[src/rtl/rxch_pkg.sv]
package rxch_pkg;
  localparam int unsigned REG_W    = 64;
  localparam int unsigned N_EVT    = 22;
  localparam int unsigned ARM_IDX  = 15;
  localparam int unsigned STAT_LSB = 32;
  localparam int unsigned RST_BIT  = 30;

  localparam logic [N_EVT-1:0] FATAL_SET  = 22'h3E1877;
  localparam logic [N_EVT-1:0] ARM_ONEHOT = {{(N_EVT-1){1'b0}}, 1'b1} << ARM_IDX;
  localparam logic [N_EVT-1:0] CLR_SET    = ~FATAL_SET & ~ARM_ONEHOT;

  typedef enum logic [1:0] {
    ADDR_CTL  = 2'd0,
    ADDR_MASK = 2'd1,
    ADDR_CFG  = 2'd2
  } reg_sel_e;

  typedef enum logic {
    MODE_SET = 1'b0,
    MODE_CLR = 1'b1
  } wr_mode_e;
endpackage

[src/rtl/rxch_status_bank.sv]
module rxch_status_bank
  import rxch_pkg::*;
(
  input  logic             clk_i,
  input  logic             rst_ni,
  input  logic [N_EVT-1:0] evt_i,
  input  logic [N_EVT-1:0] clr_i,
  input  logic             hold_i,
  output logic [N_EVT-1:0] status_o
);
  for (genvar i = 0; i < int'(N_EVT); i++) begin : g_bit
    if (i == int'(ARM_IDX)) begin : g_arm_slot
      // slot belongs to the arm control, never a status flop
      assign status_o[i] = 1'b0;
    end else begin : g_flop
      logic q;
      always_ff @(posedge clk_i or negedge rst_ni) begin
        if (!rst_ni)     q <= 1'b0;
        else if (hold_i) q <= 1'b0;
        else             q <= (q & ~clr_i[i]) | evt_i[i];  // event beats clear
      end
      assign status_o[i] = q;
    end
  end
endmodule

[src/rtl/rxch_arm_ctl.sv]
module rxch_arm_ctl (
  input  logic clk_i,
  input  logic rst_ni,
  input  logic set_i,
  input  logic hold_i,
  input  logic active_any_i,
  output logic arm_o,
  output logic irq_o
);
  logic arm_q;

  assign irq_o = arm_q & active_any_i;
  assign arm_o = arm_q;

  always_ff @(posedge clk_i or negedge rst_ni) begin
    if (!rst_ni)     arm_q <= 1'b0;
    else if (hold_i) arm_q <= 1'b0;
    else if (set_i)  arm_q <= 1'b1;
    else if (irq_o)  arm_q <= 1'b0;  // one-shot
  end
endmodule

[src/rtl/rxch_rst_seq.sv]
module rxch_rst_seq #(
  parameter int unsigned RST_CYCLES = 100
) (
  input  logic clk_i,
  input  logic rst_ni,
  input  logic start_i,
  output logic busy_o
);
  localparam int unsigned CNT_W = $clog2(RST_CYCLES + 1);

  logic [CNT_W-1:0] cnt_q;

  assign busy_o = (cnt_q != '0);

  always_ff @(posedge clk_i or negedge rst_ni) begin
    if (!rst_ni)                 cnt_q <= '0;
    else if (busy_o)             cnt_q <= cnt_q - 1'b1;
    else if (start_i)            cnt_q <= CNT_W'(RST_CYCLES);
  end
endmodule

[src/rtl/rxch_intr_ctl.sv]
module rxch_intr_ctl
  import rxch_pkg::*;
#(
  parameter int unsigned RST_CYCLES = 100
) (
  input  logic             clk_i,
  input  logic             rst_ni,
  input  logic [N_EVT-1:0] evt_i,
  input  logic             reg_wr_i,
  input  logic [1:0]       reg_addr_i,
  input  logic             reg_mode_i,
  input  logic [REG_W-1:0] reg_wdata_i,
  output logic [REG_W-1:0] reg_rdata_o,
  output logic             irq_o,
  output logic             fatal_o,
  output logic             chan_rst_o
);
  logic             busy;
  logic             wr_ok;
  logic             ctl_wr;
  logic             arm_set;
  logic             rst_start;
  logic [N_EVT-1:0] stat_clr;
  logic [N_EVT-1:0] evt_eff;
  logic [N_EVT-1:0] status_q;
  logic [N_EVT-1:0] mask_q;
  logic [N_EVT-1:0] active;
  logic             arm_q;

  // write decode; everything is locked out while the channel resets
  assign wr_ok     = reg_wr_i & ~busy;
  assign ctl_wr    = wr_ok & (reg_addr_i == ADDR_CTL);
  assign stat_clr  = (ctl_wr && reg_mode_i == MODE_CLR)
                   ? (reg_wdata_i[STAT_LSB +: N_EVT] & CLR_SET) : '0;
  assign arm_set   = ctl_wr & (reg_mode_i == MODE_SET) & reg_wdata_i[STAT_LSB+ARM_IDX];
  assign rst_start = wr_ok & (reg_addr_i == ADDR_CFG) & reg_wdata_i[RST_BIT];
  assign evt_eff   = evt_i & ~ARM_ONEHOT;

  always_ff @(posedge clk_i or negedge rst_ni) begin
    if (!rst_ni)                                mask_q <= '1;
    else if (busy)                              mask_q <= '1;
    else if (wr_ok && reg_addr_i == ADDR_MASK)  mask_q <= reg_wdata_i[N_EVT-1:0];
  end

  rxch_status_bank u_status (
    .clk_i    (clk_i),
    .rst_ni   (rst_ni),
    .evt_i    (evt_eff),
    .clr_i    (stat_clr),
    .hold_i   (busy),
    .status_o (status_q)
  );

  assign active  = status_q & ~mask_q;
  assign fatal_o = |(active & FATAL_SET);

  rxch_arm_ctl u_arm (
    .clk_i        (clk_i),
    .rst_ni       (rst_ni),
    .set_i        (arm_set),
    .hold_i       (busy),
    .active_any_i (|active),
    .arm_o        (arm_q),
    .irq_o        (irq_o)
  );

  rxch_rst_seq #(.RST_CYCLES(RST_CYCLES)) u_rst (
    .clk_i   (clk_i),
    .rst_ni  (rst_ni),
    .start_i (rst_start),
    .busy_o  (busy)
  );

  assign chan_rst_o = busy;

  always_comb begin
    reg_rdata_o = '0;
    case (reg_addr_i)
      ADDR_CTL: begin
        reg_rdata_o[STAT_LSB +: N_EVT]     = status_q;
        reg_rdata_o[STAT_LSB + ARM_IDX]    = arm_q;
      end
      ADDR_MASK: reg_rdata_o[N_EVT-1:0]  = mask_q;
      ADDR_CFG:  reg_rdata_o[RST_BIT]    = busy;
      default:   reg_rdata_o             = '0;
    endcase
  end

  logic unused_wdata;
  assign unused_wdata = ^{reg_wdata_i[REG_W-1:STAT_LSB+N_EVT],
                          reg_wdata_i[STAT_LSB-1:RST_BIT+1],
                          reg_wdata_i[RST_BIT-1:N_EVT]};
endmodule

[config.mk]
export PLATFORM = sky130hd
export DESIGN_NAME = rxch_intr_ctl
export DESIGN_NICKNAME = d
export VERILOG_FILES = /design/src/rtl/rxch_pkg.sv /design/src/rtl/rxch_status_bank.sv /design/src/rtl/rxch_arm_ctl.sv /design/src/rtl/rxch_rst_seq.sv /design/src/rtl/rxch_intr_ctl.sv
export SDC_FILE = /design/constraint.sdc
export NUM_CORES = 1
export LEC_CHECK = 0
export BUFFER_PORTS_ARGS = -buffer_cell sky130_fd_sc_hd__buf_2
export CORE_MARGIN = 4
export CORE_UTILIZATION = 47
export DETAILED_ROUTE_END_ITERATION = 8
export HOLD_SLACK_MARGIN = 0.05
export PLACE_DENSITY_LB_ADDON = 0.3
export RECOVER_POWER = 25
export SKIP_CTS_REPAIR_TIMING = 1
export SLEW_MARGIN = 15
export SYNTH_ARGS = -nofsm -noshare
export SYNTH_HDL_FRONTEND = slang
export SYNTH_HIERARCHICAL = 1
export SYNTH_SLANG_ARGS = --single-unit
[constraint.sdc]
create_clock -name clk_i -period 2.5 [get_ports clk_i]
set_input_delay 0.125 -clock clk_i [delete_from_list [all_inputs] [get_ports clk_i]]
set_output_delay 0.125 -clock clk_i [all_outputs]
set_load 0.03 [all_outputs]
==> results of run 1 <==
Yosys cell counts, types with 2 or more instances:
library cell	number	area [µm²]
nor3_1	15	75.07
a21oi_2	21	183.9
a21oi_1	6	30.03
and3_1	21	131.4
o31ai_1	2	15.01
ha_1	2	25.02
mux2_2	2	22.52
and4b_1	2	20.02
and2_1	38	237.7
conb_1	2	7.510
buf_6	7	78.83
dfrtp_1	29	725.7
nand3_1	2	10.01
nor2b_1	4	25.02
o22ai_1	6	37.54
clkbuf_2	2	10.01
nand2b_1	28	175.2
nand2_1	3	11.26
a211o_1	20	175.2
nor2_1	2	7.510
inv_1	40	150.1
buf_4	43	322.8
dfstp_2	22	578.1
clkbuf_1	6	22.52
flip-flops by register name, summed over array words and instances (netlist names):
| signal | cells |
|---|---|
| u_arm/arm_o | 1 |
| mask_q | 22 |
| u_rst/cnt_q | 7 |
| u_status/g_bit.g_flop.q | 21 |
kinds of logic after synthesis:
logic type,Yosys count
fa+ha+maj,2
buf+inv,98
flops,51
other cells,2
simple gates,126
compound gates,64
xor+xnor,2
mux,2
area by class of cell:
class | count | area share (%)
inverter | 40 | 3.780
timing repair buffer | 133 | 19.72
multi-input combinational | 229 | 37.83
clock buffer | 5 | 1.732
clock inverter | 3 | 1.102
sequential | 51 | 32.82
tap | 96 | 3.024
worst min-delay path by stage:
stage | from | endpoint | slack [ns] | cells after the start
6_report | evt_i[5] | u_status/g_bit[5].g_flop.q$_DFF_PN0_ | 0.05 | 3
5_1_grt | evt_i[5] | u_status/g_bit[5].g_flop.q$_DFF_PN0_ | 0.05 | 3
3_3_place_gp | rst_ni | u_status/g_bit[4].g_flop.q$_DFF_PN0_ | 0.14 | 2
4_1_cts | rst_ni | u_status/g_bit[1].g_flop.q$_DFF_PN0_ | -0.20 | 2
3_5_place_dp | rst_ni | u_status/g_bit[1].g_flop.q$_DFF_PN0_ | 0.14 | 2
2_1_floorplan | rst_ni | u_arm/arm_o$_DFFE_PN0P_ | -0.17 | 0
stage by stage:
step           area [µm²]  setup WS [ns]  total power, mW  hold slack, ns
2_1_floorplan        3387         0.2496            1.454         -0.1706
3_3_place_gp         3664         0.4013            1.552          0.1448
3_5_place_dp         3664         0.3570            1.573          0.1372
4_1_cts              3776         0.1269            2.160         -0.1984
5_1_grt              3973       0.006327            2.280         0.05439
6_report             3973         0.1126            2.166         0.04892
tightest hold or removal path, stage by stage:
cell	delay [ns]
buf_2	0.10
inv_1	0.06
a21oi_2	0.05
cells in the final DEF, fill, tap and decap left out, types with 2 or more instances in the layout:
master	netlist	routed
and2_1	38	38
nand2_1	3	2
o31ai_1	2	2
a21oi_2	21	21
a21oi_1	6	6
ha_1	2	2
conb_1	2	33
nor2b_1	4	4
clkbuf_8	0	5
nand2b_1	28	28
o22ai_1	6	6
nor3_1	15	15
mux2_2	2	2
buf_2	0	106
dfstp_2	22	22
nand3_1	2	2
buf_4	43	5
and4b_1	2	2
a211o_1	20	20
nor2_1	2	2
dlygate4sd3_1	0	21
inv_1	40	40
and3_1	21	21
dfrtp_1	29	29
power breakdown:
part	switching, mW	leakage [nW]	internal, mW	total, mW
registers	0.0868	0.621	0.916	1.00
clock network	0.284	0.0581	0.298	0.583
logic	0.347	1.31	0.234	0.580
layer usage:
| layer | vias up | wire [µm] | part of all wire (%) | global-route usage (%) |
|---|---|---|---|---|
| met4 | 0 | 114 | 1.5 | 5.276 |
| met2 | 86 | 3818 | 49 | 29.09 |
| li1 | 1303 | - | - | - |
| met3 | 10 | 484 | 6.2 | 4.391 |
| met1 | 1228 | 3428 | 44 | 24.41 |
| met5 | - | 0 | 0 | 0 |
==> metrics, run 1 <==
#FFs+latches synth roughly 50; Power per Cell Area 545.2 nW/µm²; crit path max fanout 48; synth warn 6; r2r startpoint u_rst/cnt_q[0]$_DFFE_PN0P_; skew final between 0.008 and 0.009 ns; post-route clock period utilization 95.49%; XOR/XNOR share of the synthesized area 0.5356%; Iter 0 DRT Violations 113; CTS Sinks 51; peak supply drop 280.5 µV; Global Route Usage Sum 18.19%; Hold Fails Final Rpt 0; deepest clock path buffer count 2; Cell Count Post-Placement 528; vias in the first global route 2400; ys flop type dfrtp_1; Simple-Gate Fraction of Synth Area roughly a quarter; die height 91.42 µm; die area 8358 µm²; Reg clk slew, reported paths 0.10 ns; clk root buf clkbuf_8; WP data arrival 2.26 ns; antenna violations before repair 0; vias 2627; post-synthesis cell type count 46; Final HPWL DP 5.630 mm; status complete, no violations; drt drc 0; largest family of logic cells by synthesized area simple AND/OR/NAND/NOR gates; core area 6794 µm²; first-pass GRT wire length 12.07 mm; Worst path depth 7; post-synthesis adder-cell area fraction 0.7651%; number of vias per cell 4.716; Syn-to-layout area delta 21.46%; sequential cell area fraction in the yosys report 39.86%; worst reg2reg path depth 9; PortBufs 106; RSZ-0062 raised after global routing false; Worst Setup SP u_rst/cnt_q[0]$_DFFE_PN0P_; crit path time final about 2.4 ns; CP Cell Sequence inv_1 -> ha_1 -> nor2b_1 -> nand2_2 -> buf_4 -> and3b_1 -> buf_2; Register Area 1304 µm²; drt wl/cell ~14 µm; Fin Setup TNS 0 ns; fin cells approximately 560; Reg-to-Reg End u_status/g_bit[13].g_flop.q$_DFF_PN0_; max cap viols 0; Max Fclk 418.9 MHz; total inserted antenna cells 0; Syn Area/Cell about 9.4 µm²; worst slew pin tran 1.260 ns; synthesized netlist cell count roughly 350; Critical Path Sink reg_rdata_o[30]; final setup fails 0; Worst setup EP type output pin; Worst EP required 2.38 ns; setup slack, reg-to-reg around 0.35 ns; Detail Route Antenna Nets 0; CTS tree done; Post-synth ARST share 100.0%; I/O pin cnt 159; RD Place Congestion between 0.8 and 0.9; P_leak approximately 2.0 nW; max incr delay on CP ~0.50 ns; CP max stage cell buf_4; Clock Latency Late Sink 0.31 ns; # fillers 645; largest net degree at the start of global routing 52; Slew Limit Fails 0; critical path class reg2out; Multi-input gate area 1503 µm²; multiplexer share of the synthesized area 0.6886%; Post-synth EDFFs 0; CP top delay family buffers and inverters; share of cells above drive strength 1 37.53%; routed wire length 7.846 mm; Hold Crit Class in2reg; Nets roughly 550; Util after Layout a little under 60%; Initial Util 48.14%; Max transition margin 15.98%; Detailed Routing Iterations Pass 1 4; overflow left after global routing 0; crit path launch type flop; Synth Area in Compound Gates 15.76%; Bufs and invs on worst path 3; row cnt 30; CTS buffer count 5; synthesized area about 3300 µm²; Die W 91.42 µm; H-tree levels 2
Note: power is estimated with default switching activity, not from simulation.
==> run 2, diff against run 1 <==
- CAP_MARGIN: not set -> 20
- CORE_MARGIN: 4 -> not set
==> run 2 against run 1 <==
  * Non-clock buffer count is 11 lower
  * Count of clock-buffer cells in the layout is 2 higher
  * Cell count is 4.8% lower
  * Total power is 5.6% lower
  * Wire length is 5.5% lower
  * Design area shrank 4.2%
  * Utilization decreased by 2.2 points
  * Flip-flop and latch count is the same
  * Clock power decreased by 18%
  * Clock skew fell by 0.0031 ns
  * Via count grew 1.5%
  * Sequential power barely moved
  * Critical path type unchanged
  * Largest cell class unchanged
  * Largest power group unchanged
  * Highest routed layer unchanged
==> metrics, run 2 (synthesis results as in run 1) <==
status complete, no violations; clk root buf clkbuf_8; Logic pwr share 27.4% (+0.6 points); Reg power frac 49.2% (+2.9 points); peak supply drop 239.0 µV (-15%); biggest regs mask_q: 22 flops, u_status/g_bit.g_flop.q: 21 flops, u_rst/cnt_q: 7 flops; Max transition margin 47.13% (+31 points); total inserted antenna cells 0 (unchanged); share of cells above drive strength 1 37.78% (+0.25 points); routed wire length 7.418 mm (-5.5%); Worst EP required 2.38 ns (about the same); Reg clk slew, reported paths 0.09 ns (about the same); Initial Util 48.41% (+0.27 points); Syn-to-layout area delta 16.34%; final setup fails 0 (unchanged); Sw Share 33.51% (+0.37 points); first-pass GRT wire length 11.86 mm (-1.7%); RSZ-0062 raised after global routing false; RD Place Congestion 0.7949 (-2.3%); core area 6756 µm² (-0.55%); crit path max fanout 48 (unchanged); most frequent cells in the layout buf_2 (105), inv_1 (40), and2_1 (38), conb_1 (33), dfrtp_1 (29); H-tree levels 2 (unchanged); deepest clock path buffer count 2 (unchanged); Hold Fails Final Rpt 0 (unchanged); Die W 85.42 µm (-6.6%); Detailed Routing Iterations Pass 1 4 (unchanged); Worst setup EP type output pin; # fillers 648 (+0.47%); Top Metal Used met4; drt wl/cell 14.00 µm (-0.64%); Power per Cell Area 537.1 nW/µm² (-1.5%); clock share of power 23.4% (-3.5 points); die area 7297 µm² (-13%); Nets 543 (-2.0%); wire length on met3 368 µm (-24%); I/O pin cnt 159 (unchanged); worst reg2reg path depth 9 (unchanged); die height 85.42 µm (-6.6%); vias 2667 (+1.5%); Detail Route Antenna Nets 0 (unchanged); post-route clock period utilization 92.70% (-2.8 points); Global Route Usage Sum 20.89% (+2.7 points); crit path launch type flop; Setup WS post-layout 0.1824 ns (+0.06977 ns); row cnt 30 (unchanged); Tot Pwr 2.044 mW (-5.6%); Final HPWL DP 5.315 mm (-5.6%); P_int 1.359 mW (-6.2%); Util after Layout 56.31% (-2.2 points); drt drc 0 (unchanged); critical path class reg2out; largest net degree at the start of global routing 49 (-5.8%); worst hold stages 3 (unchanged); worst hold slack 0.04431 ns (-0.004609 ns); worst slew pin tran 0.7931 ns (-0.4673 ns); fin cells 530 (-4.8%); CTS tree done; Largest register FFs 22 (unchanged); PortBufs 106 (unchanged); vias in the first global route 2470 (+2.9%); crit path time final 2.318 ns (-0.06977 ns); Fin Setup TNS 0 ns (unchanged); antenna violations before repair 0 (unchanged); Design Area, Final 3805 µm² (-4.2%); Switching Power 0.6848 mW (-4.6%); Cell Count Post-Placement 513 (-2.8%); routed wl met2 3.648 mm (-4.5%); CTS buffer count 5 (unchanged); CTS Sinks 51 (unchanged); P_leak 1.919 nW (-3.4%); Clock Latency Late Sink 0.30 ns (about the same); max cap viols 0 (unchanged); Iter 0 DRT Violations 128 (+13%); number of vias per cell 5.032 (+6.7%); overflow left after global routing 0 (unchanged); Slew Limit Fails 0 (unchanged); DP Area 3638 µm² (-0.68%); Max Fclk 431.5 MHz (+3.0%); Hold Crit Class in2reg; Place WS 0.2872 ns (-0.06984 ns); most common cell after layout, fill and taps aside buf_2; skew final 0.005180 ns (-0.003081 ns); WP data arrival 2.19 ns (-0.07 ns); Top reg by flops mask_q; routed metal-1 wirelength 3.303 mm (-3.6%)
[run 2: path summary, 6_finish.rpt]
check                      slack [ns]                  startpoint                               endpoint
setup / recovery                 0.18  u_rst/cnt_q[0]$_DFFE_PN0P_                        reg_rdata_o[30]
hold / removal                   0.04                   evt_i[13]  u_status/g_bit[13].g_flop.q$_DFF_PN0_
setup reg to reg                 0.35  u_rst/cnt_q[0]$_DFFE_PN0P_  u_status/g_bit[10].g_flop.q$_DFF_PN0_
hold reg to reg                  0.50       mask_q[6]$_DFFE_PN1P_                  mask_q[6]$_DFFE_PN1P_
max in group asynchronous        0.91                      rst_ni  u_status/g_bit[12].g_flop.q$_DFF_PN0_
min in group asynchronous        0.37                      rst_ni             u_rst/cnt_q[4]$_DFFE_PN0P_
[run 2: cell type report]
cell class / count / area (µm²) / share of cell area, %
Clock buffer: 7 / 86.33 / 2.269
Timing Repair Buffer: 122 / 659.4 / 17.33
Inverter: 40 / 150.1 / 3.946
Sequential cell: 51 / 1304 / 34.27
Clock inverter: 1 / 3.754 / 0.09865
Multi-Input combinational cell: 229 / 1501 / 39.46
Tap cell: 80 / 100.1 / 2.631
[run 2: layer usage]
metal,vias to the layer above,track usage [%]
met4,0,5.455
met3,8,4.086
met2,89,34.84
met5,-,0
met1,1287,27.91
li1,1283,-
[run 2: power groups by stage]
stage / Sequential, mW / Clock [mW] / Combinational, mW
after floorplan: 0.991 / 0 / 0.463
after global placement: 1.01 / 0 / 0.542
after detailed placement: 1.02 / 0 / 0.554
after CTS: 1.01 / 0.495 / 0.553
after global routing: 1.02 / 0.528 / 0.626
final: 1.01 / 0.477 / 0.561
[run 2: critical path: stages (launching register included)]
cell and delay (ns):
dfrtp_1 0.37, inv_1 0.07, ha_1 0.23, nor2b_1 0.18
nand2_2 0.08, buf_4 0.52, and3b_1 0.24, buf_2 0.19
